==> config.mk <==
export PLATFORM = sky130hd
export DESIGN_NAME = uart_frame_engine
export DESIGN_NICKNAME = d
export VERILOG_FILES = /design/src/rtl/uart_fmt_pkg.sv /design/src/rtl/uart_line_sync.sv /design/src/rtl/uart_tx_core.sv /design/src/rtl/uart_rx_core.sv /design/src/rtl/uart_frame_engine.sv
export SDC_FILE = /design/constraint.sdc
export NUM_CORES = 1
export LEC_CHECK = 0
export BUFFER_PORTS_ARGS = -buffer_cell sky130_fd_sc_hd__buf_2
export CORE_ASPECT_RATIO = 1.75
export CORE_MARGIN = 2
export CORE_UTILIZATION = 64
export CTS_CLUSTER_SIZE = 40
export DETAILED_ROUTE_END_ITERATION = 7
export PLACE_DENSITY_LB_ADDON = 0.25
export SYNTH_ARGS = -nofsm -noshare
export SYNTH_HDL_FRONTEND = slang
export SYNTH_SLANG_ARGS = --single-unit
==> constraint.sdc <==
create_clock -name clk_i -period 5.8 [get_ports clk_i]
set_input_delay 0.29 -clock clk_i [delete_from_list [all_inputs] [get_ports clk_i]]
set_output_delay 0.29 -clock clk_i [all_outputs]
set_load 0.05 [all_outputs]
==> src/rtl/uart_fmt_pkg.sv <==
package uart_fmt_pkg;
  localparam int DW = 8;
  localparam int BW = $clog2(DW + 1);

  // field order matches format word bits [4:0]
  typedef struct packed {
    logic       par_type;  // 1 = even
    logic       par_en;
    logic       stop_sel;
    logic [1:0] wlen;
  } fmt_t;

  function automatic logic [BW-1:0] data_bits(fmt_t f);
    return BW'(DW - 3) + BW'(f.wlen);
  endfunction

  function automatic logic [DW-1:0] len_mask(logic [BW-1:0] n);
    return {DW{1'b1}} >> (BW'(DW) - n);
  endfunction

  function automatic logic par_bit(logic [DW-1:0] d, logic [BW-1:0] n, logic even);
    return (^(d & len_mask(n))) ^ ~even;
  endfunction
endpackage

==> src/rtl/uart_line_sync.sv <==
module uart_line_sync #(
  parameter int STAGES = 2
) (
  input  logic clk_i,
  input  logic rst_ni,
  input  logic d_i,
  output logic q_o
);
  logic [STAGES-1:0] sr_q;

  always_ff @(posedge clk_i or negedge rst_ni) begin
    if (!rst_ni) sr_q <= '1;
    else         sr_q <= {sr_q[STAGES-2:0], d_i};
  end

  assign q_o = sr_q[STAGES-1];
endmodule

==> src/rtl/uart_tx_core.sv <==
module uart_tx_core
  import uart_fmt_pkg::*;
#(
  parameter int OVS = 16
) (
  input  logic          clk_i,
  input  logic          rst_ni,
  input  logic          tick_i,
  input  fmt_t          fmt_i,
  input  logic          valid_i,
  input  logic [DW-1:0] data_i,
  output logic          ready_o,
  output logic          txd_o
);
  localparam int CW = $clog2(2 * OVS + 1);
  localparam logic [CW-1:0] LEN_BIT  = CW'(OVS);
  localparam logic [CW-1:0] LEN_1P5  = CW'(OVS + OVS / 2);
  localparam logic [CW-1:0] LEN_TWO  = CW'(2 * OVS);

  typedef enum logic [2:0] {TX_IDLE, TX_START, TX_DATA, TX_PAR, TX_STOP} tx_st_e;

  tx_st_e        state_q;
  logic [CW-1:0] cnt_q;
  logic [BW-1:0] bit_q;
  logic [DW-1:0] sh_q;
  fmt_t          fmt_q;
  logic          par_q;
  logic          txd_q;

  logic [CW-1:0] stop_len, cur_len;
  logic [BW-1:0] nbits;
  logic          bit_end;

  always_comb begin
    if (!fmt_q.stop_sel)         stop_len = LEN_BIT;
    else if (fmt_q.wlen == 2'b00) stop_len = LEN_1P5;
    else                         stop_len = LEN_TWO;
    cur_len = (state_q == TX_STOP) ? stop_len : LEN_BIT;
    nbits   = data_bits(fmt_q);
    bit_end = tick_i && (cnt_q == cur_len - 1'b1);
  end

  always_ff @(posedge clk_i or negedge rst_ni) begin
    if (!rst_ni) begin
      state_q <= TX_IDLE;
      cnt_q   <= '0;
      bit_q   <= '0;
      sh_q    <= '0;
      fmt_q   <= '0;
      par_q   <= 1'b0;
      txd_q   <= 1'b1;
    end else if (state_q == TX_IDLE) begin
      if (valid_i) begin
        sh_q    <= data_i;
        fmt_q   <= fmt_i;
        par_q   <= par_bit(data_i, data_bits(fmt_i), fmt_i.par_type);
        cnt_q   <= '0;
        txd_q   <= 1'b0;
        state_q <= TX_START;
      end
    end else if (tick_i) begin
      if (bit_end) begin
        cnt_q <= '0;
        unique case (state_q)
          TX_START: begin
            txd_q   <= sh_q[0];
            sh_q    <= sh_q >> 1;
            bit_q   <= BW'(1);
            state_q <= TX_DATA;
          end
          TX_DATA: begin
            if (bit_q == nbits) begin
              txd_q   <= fmt_q.par_en ? par_q : 1'b1;
              state_q <= fmt_q.par_en ? TX_PAR : TX_STOP;
            end else begin
              txd_q <= sh_q[0];
              sh_q  <= sh_q >> 1;
              bit_q <= bit_q + 1'b1;
            end
          end
          TX_PAR: begin
            txd_q   <= 1'b1;
            state_q <= TX_STOP;
          end
          default: state_q <= TX_IDLE;
        endcase
      end else begin
        cnt_q <= cnt_q + 1'b1;
      end
    end
  end

  assign ready_o = (state_q == TX_IDLE);
  assign txd_o   = txd_q;

  a_r7_idle_line_high: assert property (@(posedge clk_i) disable iff (!rst_ni)
    ready_o |-> txd_o);
  a_r7_accept_starts: assert property (@(posedge clk_i) disable iff (!rst_ni)
    (valid_i && ready_o) |=> (!ready_o && !txd_o));
  a_r2_stop_high: assert property (@(posedge clk_i) disable iff (!rst_ni)
    (state_q == TX_STOP) |-> txd_o);
  a_r1_cnt_in_range: assert property (@(posedge clk_i) disable iff (!rst_ni)
    cnt_q < cur_len);
endmodule

==> src/rtl/uart_rx_core.sv <==
module uart_rx_core
  import uart_fmt_pkg::*;
#(
  parameter int OVS = 16
) (
  input  logic          clk_i,
  input  logic          rst_ni,
  input  logic          tick_i,
  input  fmt_t          fmt_i,
  input  logic          rxd_i,
  output logic          valid_o,
  output logic [DW-1:0] data_o,
  output logic          perr_o,
  output logic          ferr_o
);
  localparam int CW = $clog2(OVS);
  localparam logic [CW-1:0] HALF_LAST = CW'(OVS / 2 - 1);
  localparam logic [CW-1:0] FULL_LAST = CW'(OVS - 1);

  typedef enum logic [2:0] {RX_IDLE, RX_START, RX_DATA, RX_PAR, RX_STOP} rx_st_e;

  rx_st_e        state_q;
  logic [CW-1:0] cnt_q;
  logic [BW-1:0] bit_q;
  logic [DW-1:0] sh_q;
  fmt_t          fmt_q;
  logic          par_rx_q;
  logic          armed_q;
  logic          valid_q, perr_q, ferr_q;
  logic [DW-1:0] data_q;

  logic [BW-1:0] nbits;
  logic [DW-1:0] aligned;
  logic          mid;

  always_comb begin
    nbits   = data_bits(fmt_q);
    aligned = sh_q >> (BW'(DW) - nbits);
    mid     = tick_i && (cnt_q == FULL_LAST);
  end

  always_ff @(posedge clk_i or negedge rst_ni) begin
    if (!rst_ni) begin
      state_q  <= RX_IDLE;
      cnt_q    <= '0;
      bit_q    <= '0;
      sh_q     <= '0;
      fmt_q    <= '0;
      par_rx_q <= 1'b0;
      armed_q  <= 1'b0;
      valid_q  <= 1'b0;
      perr_q   <= 1'b0;
      ferr_q   <= 1'b0;
      data_q   <= '0;
    end else begin
      valid_q <= 1'b0;
      unique case (state_q)
        RX_IDLE: begin
          if (rxd_i) armed_q <= 1'b1;
          else if (armed_q) begin
            armed_q <= 1'b0;
            fmt_q   <= fmt_i;
            cnt_q   <= '0;
            state_q <= RX_START;
          end
        end
        RX_START: if (tick_i) begin
          if (cnt_q == HALF_LAST) begin
            cnt_q   <= '0;
            bit_q   <= '0;
            state_q <= rxd_i ? RX_IDLE : RX_DATA;  // high at mid: glitch
          end else cnt_q <= cnt_q + 1'b1;
        end
        RX_DATA: if (tick_i) begin
          cnt_q <= cnt_q + 1'b1;
          if (mid) begin
            sh_q  <= {rxd_i, sh_q[DW-1:1]};
            bit_q <= bit_q + 1'b1;
            if (bit_q == nbits - 1'b1)
              state_q <= fmt_q.par_en ? RX_PAR : RX_STOP;
          end
        end
        RX_PAR: if (tick_i) begin
          cnt_q <= cnt_q + 1'b1;
          if (mid) begin
            par_rx_q <= rxd_i;
            state_q  <= RX_STOP;
          end
        end
        default: if (tick_i) begin
          cnt_q <= cnt_q + 1'b1;
          if (mid) begin
            valid_q <= 1'b1;
            data_q  <= aligned;
            perr_q  <= fmt_q.par_en && (par_rx_q != par_bit(aligned, nbits, fmt_q.par_type));
            ferr_q  <= !rxd_i;
            state_q <= RX_IDLE;
          end
        end
      endcase
    end
  end

  assign valid_o = valid_q;
  assign data_o  = data_q;
  assign perr_o  = perr_q;
  assign ferr_o  = ferr_q;

  a_r12_single_pulse: assert property (@(posedge clk_i) disable iff (!rst_ni)
    valid_o |=> !valid_o);
  a_r10_upper_zero: assert property (@(posedge clk_i) disable iff (!rst_ni)
    valid_o |-> ((data_o & ~len_mask(nbits)) == '0));
  a_r5_no_perr_off: assert property (@(posedge clk_i) disable iff (!rst_ni)
    (valid_o && !fmt_q.par_en) |-> !perr_o);
  a_r9_rearm_high: assert property (@(posedge clk_i) disable iff (!rst_ni)
    (state_q == RX_IDLE && !armed_q) |=> (state_q == RX_IDLE));
endmodule

==> src/rtl/uart_frame_engine.sv <==
module uart_frame_engine
  import uart_fmt_pkg::*;
#(
  parameter int OVS        = 16,
  parameter int SYNC_STAGES = 2
) (
  input  logic          clk_i,
  input  logic          rst_ni,
  input  logic          baud_tick_i,
  input  logic          cfg_we_i,
  input  logic [4:0]    cfg_wdata_i,
  input  logic          tx_valid_i,
  input  logic [DW-1:0] tx_data_i,
  output logic          tx_ready_o,
  output logic          txd_o,
  input  logic          rxd_i,
  output logic          rx_valid_o,
  output logic [DW-1:0] rx_data_o,
  output logic          rx_perr_o,
  output logic          rx_ferr_o
);
  localparam fmt_t FMT_RESET = '{par_type: 1'b0, par_en: 1'b0, stop_sel: 1'b0, wlen: 2'b11};

  fmt_t cfg_q;
  logic rxd_s;

  always_ff @(posedge clk_i or negedge rst_ni) begin
    if (!rst_ni)       cfg_q <= FMT_RESET;
    else if (cfg_we_i) cfg_q <= fmt_t'(cfg_wdata_i);
  end

  uart_line_sync #(.STAGES(SYNC_STAGES)) u_sync (
    .clk_i (clk_i),
    .rst_ni(rst_ni),
    .d_i   (rxd_i),
    .q_o   (rxd_s)
  );

  uart_tx_core #(.OVS(OVS)) u_tx (
    .clk_i  (clk_i),
    .rst_ni (rst_ni),
    .tick_i (baud_tick_i),
    .fmt_i  (cfg_q),
    .valid_i(tx_valid_i),
    .data_i (tx_data_i),
    .ready_o(tx_ready_o),
    .txd_o  (txd_o)
  );

  uart_rx_core #(.OVS(OVS)) u_rx (
    .clk_i  (clk_i),
    .rst_ni (rst_ni),
    .tick_i (baud_tick_i),
    .fmt_i  (cfg_q),
    .rxd_i  (rxd_s),
    .valid_o(rx_valid_o),
    .data_o (rx_data_o),
    .perr_o (rx_perr_o),
    .ferr_o (rx_ferr_o)
  );
endmodule

# Word-level counts from Yosys, hierarchy flattened

Cells that the tools add are included.

Flip-flop bits (word level): 70
Input port bits: 19
Logic and storage cells: 165

Add/sub/neg operators: 11
Eq/ne operators: 26
Shift operators: 3
Mux-type cells: 58
Bitwise operators: 9
Reduce and logical (&&, ||, !) cells: 31

Operator list:

| cell                                                   | number |
|---|---|
| 2-to-1 mux 3 bit                                       | 18 |
| 2-to-1 mux 6 bit                                       | 7 |
| 2-to-1 mux 4 bit                                       | 10 |
| 2-to-1 mux 8 bit                                       | 5 |
| case mux 4 bit (2 select lines)                        | 3 |
| bitwise AND 8 bit                                      | 2 |
| case mux 8 bit (2 select lines)                        | 1 |
| parity 8 bit                                           | 2 |
| right shift 8 x 4 -> 8 bit (first input constant)      | 2 |
| AND reduction 5 bit                                    | 3 |
| adder 3 x 2 -> 4 bit (first input constant)            | 3 |
| adder 4 x 1 -> 4 bit (second input constant)           | 3 |
| equality test 3 x 2 -> 1 bit (second input constant)   | 4 |
| inequality test 2 bit (second input constant)          | 6 |
| case mux 3 bit (4 select lines)                        | 1 |
| AND reduction 3 bit                                    | 4 |
| AND reduction 4 bit                                    | 3 |
| AND reduction 11 bit                                   | 1 |
| 2-to-1 mux 1 bit                                       | 10 |
| inequality test 2 x 1 -> 1 bit (second input constant) | 5 |
| nonzero test 2 bit                                     | 5 |
| case mux 3 bit (3 select lines)                        | 1 |
| equality test 4 bit                                    | 2 |
| right shift 8 x 4 -> 8 bit                             | 1 |
| 24 further kinds                                       | 36 |

# Logic depth before layout (Yosys ltp)

Gate-level depths: netlist of the first run.

Depth in word-level cells: 10
Gate-level depth with buffers: 12

# Modules after synthesis

A second synthesis of the first run with hierarchy kept.

Cell total of the unflattened synthesis: 360
Area total of the unflattened synthesis: 3883.7 um^2

By module, submodules not included:

| module            | instances | cells each | area an instance (um^2) |
|---|---|---|---|
| uart_rx_core      | 1         | 168        | 1944.4 |
| uart_tx_core      | 1         | 180        | 1702.9 |
| uart_frame_engine | 1         | 10         | 183.9 |
| uart_line_sync    | 1         | 2          | 52.6 |

# Worst setup path after synthesis of the first run

Ideal clock, no wire load.

Path kind: register to register
Start: reg u_rx.fmt_q[0] (netlist bit)
End: reg u_rx.state_q[1]
Library setup time: 0.074 ns
Data arrival time: 2.440 ns
Path slack: 3.286 ns
Cell stages (with the launch flop): 11
Path buffers: 1
Clock period less this slack: 2.514 ns
Cells stage by stage: dfrtp_1 inv_1 ha_1 buf_6 xor2_1 or3_1 a21oi_1 a211oi_1 or3_4 o32a_1 o21ai_2

Cells in the longest elaborated chain, start to end: 5

RTL lines:

| what                                            | RTL line           | text |
|---|---|---|
| from (decl)                                     | uart_rx_core.sv:26 | `fmt_t fmt_q;` |
| from (signal assigned)                          | uart_rx_core.sv:62 | `fmt_q <= fmt_i;` |
| adder 3 x 2 -> 4 bit                            | uart_fmt_pkg.sv:14 | `return BW'(DW - 3) + BW'(f.wlen);` |
| subtractor 4 x 1 -> 4 bit                       | uart_rx_core.sv:79 | `if (bit_q == nbits - 1'b1)` |
| equality test 4 bit                             | uart_rx_core.sv:79 |  |
| inequality test 2 x 1 -> 1 bit (no source line) | --                 |  |
| AND reduction 11 bit (no source line)           | --                 |  |
| to (signal assigned)                            | uart_rx_core.sv:71 | `state_q <= rxd_i ? RX_IDLE : RX_DATA;` |
| to (signal assigned)                            | uart_rx_core.sv:80 | `state_q <= fmt_q.par_en ? RX_PAR : RX_STOP;` |
| to (decl)                                       | uart_rx_core.sv:22 | `rx_st_e state_q;` |

No other way between the ends.
A chain may end at the register's enable or synchronous reset.

# Worst setup path after layout of the first run

Start: reg u_rx.fmt_q[0] (netlist bit)
End: reg u_rx.perr_q, in the netlist u_rx.perr_o

Cells in the longest elaborated chain, start to end: 8
Elaborated cells on any way between the ends: 9
Those cells by class: add/sub (2); eq/ne (1); shift (2); bitwise (2); reduce/logical (2)

RTL lines:

| what                                          | RTL line                               | text |
|---|---|---|
| adder 3 x 2 -> 4 bit (*)                      | uart_fmt_pkg.sv:14                     |  |
| subtractor 4 bit (*)                          | uart_fmt_pkg.sv:18, uart_rx_core.sv:38 |  |
| right shift 8 x 4 -> 8 bit (on tied branches) | uart_rx_core.sv:38, uart_fmt_pkg.sv:18 |  |
| bitwise AND 8 bit (*)                         | uart_fmt_pkg.sv:22                     | `return (^(d & len_mask(n))) ^ ~even;` |
| parity 8 bit (*)                              | uart_fmt_pkg.sv:22                     |  |
| XOR 1 bit (*)                                 | uart_fmt_pkg.sv:22                     |  |
| inequality test 1 bit (*)                     | uart_rx_core.sv:95                     | `perr_q <= fmt_q.par_en && (par_rx_q != par_bit(aligned, nbits, fmt_q.par_type));` |
| logical AND 1 bit (*)                         | uart_rx_core.sv:95                     |  |
| to (signal assigned)                          | uart_rx_core.sv:95                     |  |
| to (decl)                                     | uart_rx_core.sv:29                     | `logic valid_q, perr_q, ferr_q;` |

Mark *: on every way between the ends. The rest lies on a longest branch, timed or not.

==> key figures, run 1 <==
Final layout
  – Post-route cell area: between 4000 and 5000 sq um
  – Fillers: approximately 430
  – Sequential cell area: ~1800 sq um
  – Ant diodes: 0
  – P&R area growth vs syn: 9.31%
  – Final design utilization: 0.721
  – Nets: 409
  – Share of cells above drive strength 1: 0.237
  – Area of the multi-input gates: 1970 sq um

Floorplanning
  – Die height: 107 um
  – Io pins: 32
  – Die area: ~6700 sq um
  – Core Footprint: ~5800 sq um
  – Chip width: ~63 um
  – # rows: 37
  – Initial core utilization: 0.659

Power and ir drop
  – Tot Pwr: 0.00172 W
  – Share of total power in combinational logic: 0.358
  – Leak Pwr: a little under 2 nW
  – Clock power share: 0.199
  – Internal cell power: 0.00107 W
  – Net switching power: 0.000655 W
  – PwrDens: around 400 nW/um^2
  – Sw frac: 0.380
  – Peak VDD IR: around 0.00035 V
  – Seq pwr share: 0.444

Setup path
  – Critical path endpoint category: flop
  – CP max FO: 15
  – Crit Path Class: reg2reg
  – Required time of the worst setup path: just over 6 ns
  – Crit start category: flop
  – FF-to-FF Start: u_rx.fmt_q[0]
  – Worst R2R Setup Slack: between 2 and 3 ns
  – Arrival @ worst endpoint: about 3.4 ns
  – CP Launch Point: u_rx.fmt_q[0]

Detailed routing
  – Vias after detailed routing: roughly 2800
  – Vias per cell: about 6
  – Drt wl/cell: 16.2 um
  – Routed wire length: around 7500 um
  – Routed Antenna Nets: 0
  – Drt first pass iters: 4
  – Max Used Layer: met4
  – Met3 wire len: around 200 um
  – # DRC: 0
  – Metal-1 WL: roughly 2800 um
  – DR WL met2: 4280 um
  – First DRT Iteration DRCs: 91

Placed design
  – DP Wirelength: 5450 um
  – Global placement routability congestion: between 0.8 and 0.9
  – Placed cell area: between 4000 and 5000 sq um
  – # port buffers: 31

Worst hold path
  – Worst hold path startpoint: rxd_i
  – Worst min path class: in2reg

Global route
  – Initial antenna violation count: 0
  – Largest net degree at the start of global routing: between 70 and 80
  – GRT Resource Usage Total: 0.254
  – Vias in the first global route: 2832
  – GRT overflow: 0
  – First-pass GRT wire length: 13000 um

Synthesis
  – Mapped Cells: roughly 350
  – Register area share after synthesis: 0.457
  – FFs w/ async S/R, synth: 1.00
  – Synthesis Warnings: 0
  – Mapped Area: a little under 4000 sq um
  – Synthesized flop and latch total: 70
  – Number of synthesized flops with an enable pin: 0
  – Mapped Avg Cell Area: roughly 11 sq um
  – Library cells used by synthesis: around 60
  – Synth Flop Type: dfrtp_1
  – Syn nets: roughly 380

STA
  – Setup TNS: 0 ns
  – Fin crit period: approximately 3.1 ns
  – Final Hold Fails: 0
  – RSZ-0062 raised after global routing: no
  – Post-route clock period utilization: 0.541
  – Slew HR: 0.432
  – # setup viols final: 0
  – Fmax: ~320 MHz
  – Worst hold margin: ~0.048 ns
  – Worst-Margin Slew: around 0.85 ns
  – Fin. max-slew vios: 0
  – Clock skew: ~0.0080 ns

Clock network
  – CTS tree: yes
  – Clk_lat worst skew: about 0.34 ns
  – Post-CTS resize count: 0
  – Hold Buf Count CTS: 0
  – CTS root buf: clkbuf_8
  – Total CTS buffers: 9
  – CTS HTree Levels: 3
  – Reg clk slew, reported paths: 0.07 ns
  – Clk buf depth: 2
  – CTS sink cnt: 70
  – Post-CTS setup buffers: 0

Flow run
  – Max cap viols: 0

Run status
  – Status: finished clean
==> synth_stat cells (3+ instances only) <==
cell / count / area (sq um)
a211oi_1: 3 / 22.5
a21oi_1: 6 / 30.0
a22o_1: 10 / 87.6
and2_1: 3 / 18.8
buf_2: 6 / 30.0
clkbuf_1: 7 / 26.3
dfrtp_1: 65 / 1630
dfstp_2: 5 / 131
ha_1: 11 / 138
inv_1: 10 / 37.5
mux2_2: 27 / 304
mux2i_1: 8 / 80.1
mux4_1: 6 / 158
nand2_1: 32 / 120
nand2b_1: 4 / 25.0
nand3_1: 9 / 45.0
nand3b_1: 4 / 30.0
nand4_1: 3 / 18.8
nor2_1: 17 / 63.8
nor2b_1: 4 / 25.0
nor3_1: 7 / 35.0
o211ai_1: 3 / 22.5
o21ai_0: 28 / 140
o31ai_1: 4 / 30.0
xnor2_1: 18 / 158
xor2_1: 9 / 78.8
==> kinds of logic after synthesis <==
family                     share of synthesized area
AOI/OAI and AO/OA                              0.125
and+or+nand+nor                                0.143
muxes                                          0.141
adders and majority gates                     0.0358
buffers and inverters                         0.0309
xor gates and xnor gates                      0.0674
DFF                                            0.457
==> layer usage <==
metal / GRT usage / up-vias
met5: 0 / -
met4: 0.130 / 0
met3: 0.0561 / 18
met2: 0.468 / 59
met1: 0.266 / 1373
li1: - / 1317
==> power by group through the flow <==
| stage | registers (W) | logic [W] | clock network (W) |
|---|---|---|---|
| detailed placement | 0.000768 | 0.000616 | 0 |
| CTS | 0.000761 | 0.000618 | 0.000347 |
| finish | 0.000764 | 0.000616 | 0.000342 |
| global placement | 0.000761 | 0.000588 | 0 |
| global route | 0.000783 | 0.000678 | 0.000372 |
| floorplan | 0.000708 | 0.000537 | 0 |
==> state kept, by name (all words and copies together) (netlist names), 5 cells and up <==
| name | count |
|---|---|
| cfg_q | 5 |
| u_tx.cnt_q | 6 |
| u_tx.sh_q | 8 |
| u_rx.data_o | 8 |
| u_rx.sh_q | 8 |
==> through the flow <==
step / worst slack (ns) / cells
after floorplan: 3.29 / 351
after global placement: 2.81 / 446
after detailed placement: 2.66 / 446
after CTS: 2.66 / 462
after global routing: 2.44 / 462
final: 2.66 / 462
==> worst paths after layout <==
kind	to	cells after the start
min in group asynchronous	u_rx.data_o[1]	2
max	u_rx.perr_o	8
min	u_sync.sr_q[0]	1
max reg2reg	u_rx.perr_o	8
min reg2reg	u_sync.sr_q[1]	0
max in group asynchronous	u_tx.state_q[2]	2
==> cell type report <==
type / count / area share
inverters: 11 / 0.00982
repair buffers: 33 / 0.0405
clock inverters: 4 / 0.00536
clock buffers: 12 / 0.0345
flip-flops and latches: 70 / 0.418
well taps: 78 / 0.0232
multi-input cells: 254 / 0.468
==> cell usage in the layout, fill, tap and decap left out, types with 2 or more instances in the layout <==
master / synthesis / final
mux2_2: 27 / 27
dfrtp_1: 65 / 65
nand2_2: 2 / 2
nor3_1: 7 / 7
nor4bb_1: 2 / 2
o2bb2ai_1: 2 / 2
nor3b_1: 2 / 2
inv_1: 10 / 10
o21ai_0: 28 / 28
clkinv_2: 0 / 3
nand2b_1: 4 / 4
dfstp_2: 5 / 5
mux4_1: 6 / 6
ha_1: 11 / 11
o21ai_2: 2 / 2
a32o_1: 2 / 2
and2_1: 3 / 3
or3_4: 2 / 2
a22o_1: 10 / 10
nor2_1: 17 / 17
buf_4: 0 / 2
clkbuf_8: 0 / 10
xor2_1: 9 / 9
mux2i_1: 8 / 8
nor2b_1: 4 / 4
buf_2: 6 / 31
nand3_1: 9 / 9
nand4_1: 3 / 3
clkbuf_1: 7 / 2
nand3b_1: 4 / 4
a21oi_1: 6 / 6
nand2_1: 32 / 32
a211oi_1: 3 / 3
o31ai_1: 4 / 4
o211ai_1: 3 / 3
xnor2_1: 18 / 18
or3_1: 2 / 2
==> critical path, stage by stage (launching register included) <==
cell and delay (ns):
dfrtp_1 0.59, inv_1 0.17, ha_1 0.61, mux4_1 0.66, xor2_1 0.25, xnor2_1 0.14
nor2_1 0.07, xnor3_1 0.33, a22o_1 0.20
Power figures use the tool's default switching activity.
==> run 2, diff against run 1 <==
--- a/config.mk
+++ b/config.mk
@@ -8,7 +8,7 @@
 export BUFFER_PORTS_ARGS = -buffer_cell sky130_fd_sc_hd__buf_2
 export CORE_ASPECT_RATIO = 1.75
 export CORE_MARGIN = 2
-export CORE_UTILIZATION = 64
+export CORE_UTILIZATION = 54
 export CTS_CLUSTER_SIZE = 40
 export DETAILED_ROUTE_END_ITERATION = 7
 export PLACE_DENSITY_LB_ADDON = 0.25
==> constraint.sdc (replaced) <==
create_clock -name clk_i -period 2.53 [get_ports clk_i]
set_input_delay 0.1265 -clock clk_i [delete_from_list [all_inputs] [get_ports clk_i]]
set_output_delay 0.1265 -clock clk_i [all_outputs]
set_load 0.05 [all_outputs]
==> key figures, run 2 (synthesis gave the netlist of run 1 again) <==
Placed design
  – Placed cell area: between 4000 and 5000 sq um
  – # port buffers: 31
  – Global placement routability congestion: between 0.8 and 0.9
  – DP Wirelength: 5910 um

Global route
  – Vias in the first global route: ~3000
  – Met1 Use GR: 0.240
  – GRT Resource Usage Total: 0.237
  – Global routing's busiest layer: met2
  – GRT overflow: 0
  – Largest net degree at the start of global routing: 38
  – Met3 Use GR: 0.0534
  – Initial antenna violation count: 0
  – Met2 Use GR: 0.429
  – First-pass GRT wire length: about 14000 um

Setup path
  – Slowest CP cell: dfrtp_1
  – FF-to-FF Start: u_tx.state_q[1]
  – Arrival @ worst endpoint: 2.68 ns
  – FF-to-FF End: u_tx.bit_q[0]
  – Crit Path Class: reg2reg
  – Worst R2R Setup Slack: between 0.07 and 0.08 ns
  – Required time of the worst setup path: between 2 and 3 ns
  – CP max FO: 5
  – FF-to-FF path depth: 9
  – Critical path endpoint category: flop
  – CP peak stage delay: between 0.4 and 0.5 ns
  – Crit start category: flop
  – CP cell instances: nor4bb_4, and2_1, ha_1, xor2_1, nor3_1, o21a_1, and4bb_2, nand3_2, mux2_2

STA
  – Slew HR: 0.475
  – Final Hold Fails: 0
  – Fin crit period: between 2 and 2.5 ns
  – Worst hold margin: 0.0211 ns
  – Clock skew: 0.00687 ns
  – Post-route clock period utilization: 0.972
  – # setup viols final: 0
  – RSZ-0062 raised after global routing: yes
  – Fin. max-slew vios: 0
  – Fmax: 407 MHz
  – Worst-Margin Slew: between 0.7 and 0.8 ns

Power and ir drop
  – Tot Pwr: ~0.0046 W
  – PwrDens: 1010 nW/um^2
  – Leak Pwr: 2.09 nW
  – Peak VDD IR: 0.000789 V

Clock network
  – CTS sink cnt: 70
  – CTS tree: yes
  – CTS root buf: clkbuf_16
  – Reg clk slew, reported paths: 0.05 ns
  – Total CTS buffers: 9
  – Clk_lat worst skew: about 0.34 ns
  – Clk buf depth: 2
  – CTS HTree Levels: 3

Floorplanning
  – Core Footprint: slightly below 7000 sq um
  – # rows: 40
  – Die height: around 120 um
  – Io pins: 32
  – Initial core utilization: 0.557
  – Die area: 7840 sq um
  – Chip width: 67.8 um

Detailed routing
  – Routed wire length: approximately 8100 um
  – First DRT Iteration DRCs: between 100 and 150
  – Drt first pass iters: 4
  – Routed Antenna Nets: 0
  – Vias per cell: just under 6
  – # DRC: 0
  – Drt wl/cell: roughly 17 um
  – Vias after detailed routing: roughly 2800

Final layout
  – Commonest non-fill, non-tap cell in the layout: dfrtp_1
  – Area of the multi-input gates: between 2000 and 2500 sq um
  – Ant diodes: 0
  – Post-route cell area: between 4000 and 5000 sq um
  – Commonest cells after routing, fill and taps aside: 65 x dfrtp_1, 32 x nand2_1, 31 x buf_2
  – Share of cells above drive strength 1: 0.298
  – Fillers: 547
  – Sequential cell area: around 1800 sq um
  – P&R area growth vs syn: 18.9%
  – Nets: about 430

Worst hold path
  – Worst hold endpoint: cfg_q[2]
  – Hold path depth: 2
  – Worst hold path startpoint: cfg_wdata_i[2]
  – Worst min path class: in2reg

Run status
  – Status: finished clean

Flow run
  – Max cap viols: 0
## run 2: changes by cell type in the layout (fill, tap and decap cells not counted), moves of 2 or more
cell,change
dlygate4sd3_1,+2
clkbuf_16,+9
clkbuf_8,-10
mux4_2,+3
mux4_1,-3
buf_4,+19
## run 2: power breakdown
| group | leakage [nW] | switching [W] | internal [W] |
|---|---|---|---|
| clock network | 0.141 | 0.000461 | 0.000762 |
| logic | 1.05 | 0.000873 | 0.000804 |
| registers | 0.899 | 0.000306 | 0.00140 |
| total | 2.09 | 0.00164 | 0.00296 |
## run 2: area by class of cell
cell class / count / area share
multi-input combinational: 254 / 0.444
sequential: 70 / 0.385
timing repair buffer: 55 / 0.0772
clock buffer: 12 / 0.0517
tap: 84 / 0.0230
clock inverter: 4 / 0.0107
inverter: 11 / 0.00903
## run 2: metal layers
layer,vias up,part of all wire
met3,28,0.034
li1,1368,-
met5,-,0
met2,66,0.56
met4,0,0.043
met1,1364,0.36
## run 2: how the worst max path moves through the flow
| stage | start | end | slack, ns |
|---|---|---|---|
| after floorplan | u_rx.fmt_q[0] | u_rx.state_q[1] | 0.02 |
| after global placement | u_tx.state_q[1] | u_tx.sh_q[7] | -0.02 |
| after detailed placement | u_tx.state_q[1] | u_tx.sh_q[7] | -0.14 |
| after CTS | u_tx.state_q[0] | u_tx.bit_q[0] | 0.0008 |
| after global routing | u_tx.state_q[1] | u_tx.bit_q[0] | -0.06 |
| final | u_tx.state_q[1] | u_tx.bit_q[0] | 0.07 |
## run 2: worst max-delay path, delay by kind of cell (launching register included)
kind	cells	cell delay [ns]
AO/OA/AOI/OAI	1	0.20
XOR/XNOR	1	0.16
adder cells (fa/ha/maj)	1	0.24
flip-flops	1	0.41
multiplexers	1	0.28
AND/OR/NAND/NOR	5	1.06
## run 2: per-stage QoR
stage               worst slack [ns]  std cells   util  setup TNS (ns)
floorplan                     0.0164        351      -               0
global placement             -0.0237        471  0.608         -0.0237
detailed placement            -0.136        471  0.608          -0.967
CTS                         0.000798        489  0.657               0
global route                 -0.0618        490  0.662         -0.0958
finish                        0.0706        490  0.662               0
## run 2: what timing repair did
item	in CTS	in global routing
pin swaps	1	3
hold endpoints to repair	34	0
setup endpoints to repair	13	15
hold buffers	2	0
resized for setup	6	10
setup buffers	0	1
